`src/rtl/chan_avg_alarm_pkg.sv`:
```
package chan_avg_alarm_pkg;

  typedef enum logic [1:0] {
    AVG_OFF = 2'b00,
    AVG_16  = 2'b01,
    AVG_64  = 2'b10,
    AVG_256 = 2'b11
  } avg_mode_e;

  // log2 of the sample count for each mode
  function automatic logic [3:0] avg_shift(input avg_mode_e m);
    case (m)
      AVG_16:  avg_shift = 4'd4;
      AVG_64:  avg_shift = 4'd6;
      AVG_256: avg_shift = 4'd8;
      default: avg_shift = 4'd0;
    endcase
  endfunction

endpackage

```
`src/rtl/avgm_accum.sv`:
```
module avgm_accum
  import chan_avg_alarm_pkg::*;
#(
  parameter int DATA_W = 16,
  parameter int CHAN_W = 4
) (
  input  logic                     clk,
  input  logic                     rst_n,
  input  logic                     in_valid,
  input  logic [CHAN_W-1:0]        in_chan,
  input  logic [DATA_W-1:0]        in_data,
  input  logic [1:0]               avg_mode,
  input  logic [(1<<CHAN_W)-1:0]   avg_en,
  output logic                     out_valid,
  output logic [DATA_W-1:0]        out_data
);

  localparam int NUM_CH = 1 << CHAN_W;
  localparam int ACC_W  = DATA_W + 8;
  localparam int CNT_W  = 9;

  logic [ACC_W-1:0]  acc_q [NUM_CH];
  logic [ACC_W-1:0]  acc_d [NUM_CH];
  logic [CNT_W-1:0]  cnt_q [NUM_CH];
  logic [CNT_W-1:0]  cnt_d [NUM_CH];
  logic [1:0]        mode_q;
  logic [NUM_CH-1:0] en_q;

  avg_mode_e         mode;
  logic [3:0]        shamt;
  logic [CNT_W-1:0]  limit;
  logic              mode_chg;
  logic [NUM_CH-1:0] restart;
  logic              avg_on;
  logic [ACC_W-1:0]  base_acc;
  logic [CNT_W-1:0]  base_cnt;
  logic [ACC_W-1:0]  sum;
  logic [CNT_W-1:0]  cnt_inc;
  logic              done;
  logic              state_we;

  assign mode     = avg_mode_e'(avg_mode);
  assign shamt    = avg_shift(mode);
  assign limit    = CNT_W'(1) << shamt;
  assign mode_chg = (avg_mode != mode_q);
  assign restart  = {NUM_CH{mode_chg}} | (avg_en ^ en_q);
  assign avg_on   = (mode != AVG_OFF) && avg_en[in_chan];

  assign base_acc = restart[in_chan] ? '0 : acc_q[in_chan];
  assign base_cnt = restart[in_chan] ? '0 : cnt_q[in_chan];
  assign sum      = base_acc + ACC_W'(in_data);
  assign cnt_inc  = base_cnt + CNT_W'(1);
  assign done     = (cnt_inc == limit);

  assign out_valid = in_valid && (!avg_on || done);
  assign out_data  = avg_on ? DATA_W'(sum >> shamt) : in_data;
  assign state_we  = (in_valid && avg_on) || (|restart);

  // next state of the per-channel sums
  always_comb begin
    acc_d = acc_q;
    cnt_d = cnt_q;
    for (int c = 0; c < NUM_CH; c++) begin
      if (restart[c]) begin
        acc_d[c] = '0;
        cnt_d[c] = '0;
      end
    end
    if (in_valid && avg_on) begin
      acc_d[in_chan] = done ? '0 : sum;
      cnt_d[in_chan] = done ? '0 : cnt_inc;
    end
  end

  always_ff @(posedge clk or negedge rst_n) begin
    if (!rst_n) begin
      mode_q <= '0;
      en_q   <= '0;
      for (int c = 0; c < NUM_CH; c++) begin
        acc_q[c] <= '0;
        cnt_q[c] <= '0;
      end
    end else begin
      mode_q <= avg_mode;
      en_q   <= avg_en;
      if (state_we) begin
        acc_q <= acc_d;
        cnt_q <= cnt_d;
      end
    end
  end

endmodule

```
`src/rtl/avgm_window.sv`:
```
module avgm_window #(
  parameter int DATA_W = 16,
  parameter int CHAN_W = 4,
  parameter int N_ALM  = 3,
  parameter logic [N_ALM*CHAN_W-1:0] ALM_CH = 12'hA21
) (
  input  logic                    clk,
  input  logic                    rst_n,
  input  logic                    s_valid,
  input  logic [CHAN_W-1:0]       s_chan,
  input  logic [DATA_W-1:0]       s_data,
  input  logic [N_ALM*DATA_W-1:0] lim_hi,
  input  logic [N_ALM*DATA_W-1:0] lim_lo,
  input  logic [N_ALM-1:0]        alm_dis,
  output logic [N_ALM-1:0]        alarm_o
);

  logic [N_ALM-1:0] hit;
  logic [N_ALM-1:0] outside;
  logic [N_ALM-1:0] alm_d;
  logic [N_ALM-1:0] alm_we;
  logic [N_ALM-1:0] alm_q;

  for (genvar i = 0; i < N_ALM; i++) begin : g_alm
    assign hit[i]     = s_valid && (s_chan == ALM_CH[i*CHAN_W +: CHAN_W]);
    assign outside[i] = (s_data > lim_hi[i*DATA_W +: DATA_W]) ||
                        (s_data < lim_lo[i*DATA_W +: DATA_W]);
    assign alm_d[i]   = alm_dis[i] ? 1'b0 : outside[i];
    assign alm_we[i]  = alm_dis[i] || hit[i];
  end

  always_ff @(posedge clk or negedge rst_n) begin
    if (!rst_n) begin
      alm_q <= '0;
    end else begin
      for (int i = 0; i < N_ALM; i++) begin
        if (alm_we[i]) alm_q[i] <= alm_d[i];
      end
    end
  end

  assign alarm_o = alm_q;

endmodule

```
`src/rtl/chan_avg_alarm.sv`:
```
module chan_avg_alarm #(
  parameter int DATA_W = 16,
  parameter int CHAN_W = 4,
  parameter int N_ALM  = 3,
  parameter logic [N_ALM*CHAN_W-1:0] ALM_CH = 12'hA21
) (
  input  logic                    clk,
  input  logic                    rst_n,
  input  logic                    smp_valid,
  input  logic [CHAN_W-1:0]       smp_chan,
  input  logic [DATA_W-1:0]       smp_data,
  input  logic [1:0]              avg_mode,
  input  logic [(1<<CHAN_W)-1:0]  avg_en,
  input  logic [N_ALM-1:0]        alm_dis,
  input  logic [N_ALM*DATA_W-1:0] lim_hi,
  input  logic [N_ALM*DATA_W-1:0] lim_lo,
  output logic                    res_valid,
  output logic [CHAN_W-1:0]       res_chan,
  output logic [DATA_W-1:0]       res_data,
  output logic [N_ALM-1:0]        alarm
);

  logic              rst_meta_n;
  logic              rst_sync_n;
  logic              av_valid;
  logic [DATA_W-1:0] av_data;
  logic              res_valid_q;
  logic [CHAN_W-1:0] res_chan_q;
  logic [DATA_W-1:0] res_data_q;

  // asynchronous assert, synchronous release
  always_ff @(posedge clk or negedge rst_n) begin
    if (!rst_n) begin
      rst_meta_n <= 1'b0;
      rst_sync_n <= 1'b0;
    end else begin
      rst_meta_n <= 1'b1;
      rst_sync_n <= rst_meta_n;
    end
  end

  avgm_accum #(.DATA_W(DATA_W), .CHAN_W(CHAN_W)) u_accum (
    .clk      (clk),
    .rst_n    (rst_sync_n),
    .in_valid (smp_valid),
    .in_chan  (smp_chan),
    .in_data  (smp_data),
    .avg_mode (avg_mode),
    .avg_en   (avg_en),
    .out_valid(av_valid),
    .out_data (av_data)
  );

  avgm_window #(.DATA_W(DATA_W), .CHAN_W(CHAN_W), .N_ALM(N_ALM), .ALM_CH(ALM_CH)) u_window (
    .clk     (clk),
    .rst_n   (rst_sync_n),
    .s_valid (av_valid),
    .s_chan  (smp_chan),
    .s_data  (av_data),
    .lim_hi  (lim_hi),
    .lim_lo  (lim_lo),
    .alm_dis (alm_dis),
    .alarm_o (alarm)
  );

  always_ff @(posedge clk or negedge rst_sync_n) begin
    if (!rst_sync_n) begin
      res_valid_q <= 1'b0;
      res_chan_q  <= '0;
      res_data_q  <= '0;
    end else begin
      res_valid_q <= av_valid;
      if (av_valid) begin
        res_chan_q <= smp_chan;
        res_data_q <= av_data;
      end
    end
  end

  assign res_valid = res_valid_q;
  assign res_chan  = res_chan_q;
  assign res_data  = res_data_q;

endmodule

```
`config.mk`:
```
export PLATFORM = sky130hd
export DESIGN_NAME = chan_avg_alarm
export DESIGN_NICKNAME = d
export VERILOG_FILES = /design/src/rtl/chan_avg_alarm_pkg.sv /design/src/rtl/avgm_accum.sv /design/src/rtl/avgm_window.sv /design/src/rtl/chan_avg_alarm.sv
export SDC_FILE = /design/constraint.sdc
export NUM_CORES = 1
export LEC_CHECK = 0
export BUFFER_PORTS_ARGS = -buffer_cell sky130_fd_sc_hd__buf_2
export CAP_MARGIN = 20
export CORE_UTILIZATION = 35
export CTS_CLUSTER_SIZE = 30
export DETAILED_ROUTE_END_ITERATION = 7
export GPL_ROUTABILITY_DRIVEN = 0
export SYNTH_ARGS = -nofsm -noshare
export SYNTH_HDL_FRONTEND = slang
export SYNTH_SLANG_ARGS = --single-unit
export TNS_END_PERCENT = 10
```
`constraint.sdc`:
```
create_clock -name clk -period 27.5 [get_ports clk]
set_clock_uncertainty 0.1 [all_clocks]
set_input_delay 4.125 -clock clk [delete_from_list [all_inputs] [get_ports clk]]
set_output_delay 4.125 -clock clk [all_outputs]
set_load 0.03 [all_outputs]
```
==> out/results.txt <==
Area of the multi-input gates: 14400 um^2
Most common cell after layout, fill and taps aside: dfrtp_1
Reg2Reg Depth: 27
Switch Pwr: 0.559 mW
Comb pwr share: 14.4%
Dpl hpwl: 64400 um
Buffers on Ports: 163
Fin crit period: 11970 ps
Resized cells post-CTS: 0
Fillers: 8144
CTS tree: built
Gr usage total: 24.0%
Yosys cell types: 83
Setup TNS: 0 ps
Leak Pwr: 15.4 nW
Core ar.: 84200 um^2
Rel. slew slack: 24.1%
Pin count of the biggest net entering global routing: 174
Clk root buf: clkbuf_16
First-pass DRT Iterations: 7
Worst setup EP type: flop
Initial core utilization: 35.6%
Reg area: 14300 um^2
Remaining DRCs: 0
WS Path Type: in2reg
Hold Path Depth: 0
Synth Flop Type: dfrtp_1
Die Ht: 295 um
Cts hold-fix bufs: 0
Leading cell types in the layout, fill and taps excluded: dfrtp_1 (571), nand2_1 (413), o21ai_0 (375)
Die W: 295 um
H-tree levels: 2
MaxCap Viol Count: 0
Max Transition Viols Final: 0
Initial antenna violation count: 1
Crit path max fanout: 42
Fmax: 83.5 MHz
Sw Share: 28.5%
Final WL: 104000 um
Number of buffers created by CTS: 57
Post-Syn Area: 30000 um^2
Unrepaired setup endpoints after global routing: false
DP Cell Count: 3938
Startpoint types: input port
First-pass GRT wire length: 156000 um
Setup Viol. Count Final: 0
Worst EP required: 27980 ps
Max VDD drop: 0.0511 mV
Vias: 23800
Finished layout cell area: 33900 um^2
Final net count: 3120
Final hold viol count: 0
Least-Margin Pin Slew: 1130 ps
Post-Layout Cell Count: 4042
Clock Sinks: 572
Status: completed
Sequential share of power: 44.0%
Final core occ: 40.3%
ANT nets after route: 0
Grt ovf: 0
Site Rows: 106
Internal power: 1.40 mW
Critical path data arrival time: 12450 ps
Layout cell share with drive strength beyond 1: 19.1%
Synthesis Warnings: 0
Final worst slack: 15530 ps
Sequential fraction of the synthesis area: 47.8%
Clock slew at reported path FFs: 80 ps
Mean Syn Cell Area: 10.8 um^2
I/O pins: 164
Mapped Cells: 2770
Syn_nets: 3026
Dpl cell area: 32000 um^2
HP Class: reg2reg
Post-CTS Setup Bufs: 0
Post-synth ARST share: 100%
Die area: 86800 um^2
Per-cell routed wire length: 25.7 um
Area grow syn2layout: 13.2%
DRT iter0 DRCs: 2440
Clock network power share: 41.6%
Clock Latency Late Sink: 640 ps
Period utilization: 43.5%
Vias per cell: 5.89
Clock Tree Buf Depth: 3
Pwr/cell area: 57.8 nW/um^2
Flops & latches, synth: 572
Vias in the first global route: 24000
Post-synth EDFFs: 0
Pre-CTS setup slack: 14850 ps
final cells by class:
type / count / area share (%)
antenna: 2 / 0.0148
clock buffer: 77 / 4.70
clock inverter: 24 / 0.929
inverter: 112 / 1.24
multi-input combinational: 1876 / 42.4
sequential: 572 / 42.2
tap: 1134 / 4.18
timing repair buffer: 245 / 4.32
synth_stat cells (13+ instances only):
master    number  area share, %
nor2_1        69           0.86
clkbuf_2      20           0.33
and2_1        23           0.48
o41ai_1       20           0.58
buf_1         13           0.16
dfrtp_1      572             48
o21ai_1       14           0.23
clkbuf_1     132            1.7
buf_6         15           0.56
a21o_1        25           0.63
inv_1        109            1.4
a211oi_1      21           0.53
mux2i_1       17           0.57
a21oi_1       53           0.89
mux4_2       155             12
nand2_1      413            5.2
a22oi_1       24           0.60
o21ai_0      375            6.3
mux2_2        24           0.90
a22o_1       157            4.6
xnor2_1       22           0.64
nor3_1        29           0.48
nand3_1       95            1.6
nor2b_1       20           0.42
ha_1         115            4.8
xor2_1        24           0.70
nand4_1       24           0.50
buf_2         23           0.38
stage by stage:
step           hold WS [ps]  total power [mW]
2_1_floorplan           231              1.05
3_3_place_gp            236              1.16
3_5_place_dp            241              1.16
4_1_cts                 256              1.97
5_1_grt                 264              2.02
6_report                252              1.96
state kept, by name, summed over array words and instances, names as in the netlist:
| name | flops |
|---|---|
| res_chan | 4 |
| u_window.alarm_o | 3 |
| res_data | 16 |
| rst_sync_n | 1 |
| rst_meta_n | 1 |
| u_accum.en_q | 16 |
| u_accum.mode_q | 2 |
| u_accum.cnt_q | 144 |
| res_valid | 1 |
| u_accum.acc_q | 384 |
worst max-delay path, stage by stage:
cell	delay, ps
buf_6	370
buf_4	620
buf_4	640
mux4_2	410
mux4_2	510
and2_1	180
ha_1	360
a211o_1	320
a21oi_1	240
o21ai_0	170
a211oi_1	550
nor2_1	190
xnor2_1	370
mux2i_1	160
mux4_2	520
a21oi_1	680
ha_1	360
and4_1	220
a21oi_1	140
nand2_1	70
a221oi_1	250
o21ai_0	160
nor4b_1	330
a21o_1	180
o221a_2	180
final timing paths:
kind / startpoint / endpoint / slack, ps
setup reg to reg: u_accum.mode_q[0] / u_window.alarm_o[2] / 19020
min in group asynchronous: rst_sync_n / u_accum.acc_q[2] / 330
setup / recovery: smp_chan[1] / u_window.alarm_o[2] / 15530
hold reg to reg: rst_meta_n / rst_sync_n / 250
max in group asynchronous: rst_sync_n / u_accum.en_q[1] / 23740
hold / removal: rst_meta_n / rst_sync_n / 250
power groups by stage:
| stage | logic [mW] | clock network (mW) | registers (mW) |
|---|---|---|---|
| 4_1_cts | 0.280 | 0.825 | 0.864 |
| 3_3_place_gp | 0.278 | 0 | 0.879 |
| 2_1_floorplan | 0.146 | 0 | 0.904 |
| 6_report | 0.282 | 0.816 | 0.863 |
| 5_1_grt | 0.302 | 0.856 | 0.865 |
| 3_5_place_dp | 0.279 | 0 | 0.879 |
cells by family (layout without fill, tap and decap cells):
| kind of cell | count (synthesis) | after routing | share of synthesized area (%) |
|---|---|---|---|
| xor gates and xnor gates | 46 | 46 | 1.34 |
| DFF | 572 | 572 | 47.8 |
| other | 1 | 3 | 0.0125 |
| adders and majority gates | 116 | 116 | 4.87 |
| muxes | 201 | 201 | 13.5 |
| AOI/OAI and AO/OA | 789 | 789 | 17.1 |
| and+or+nand+nor | 723 | 723 | 10.7 |
| buffers and inverters | 322 | 458 | 4.68 |
layer usage:
| layer | routed length [um] | vias up | track usage [%] | share of wire (%) |
|---|---|---|---|---|
| li1 | - | 10300 | - | - |
| met1 | 42300 | 12000 | 31.7 | 41 |
| met2 | 48500 | 1198 | 38.9 | 47 |
| met3 | 8240 | 273 | 3.79 | 7.9 |
| met4 | 4600 | 2 | 10.2 | 4.4 |
| met5 | 19 | - | 0 | 0.018 |
(Power assumes the default switching activity.)
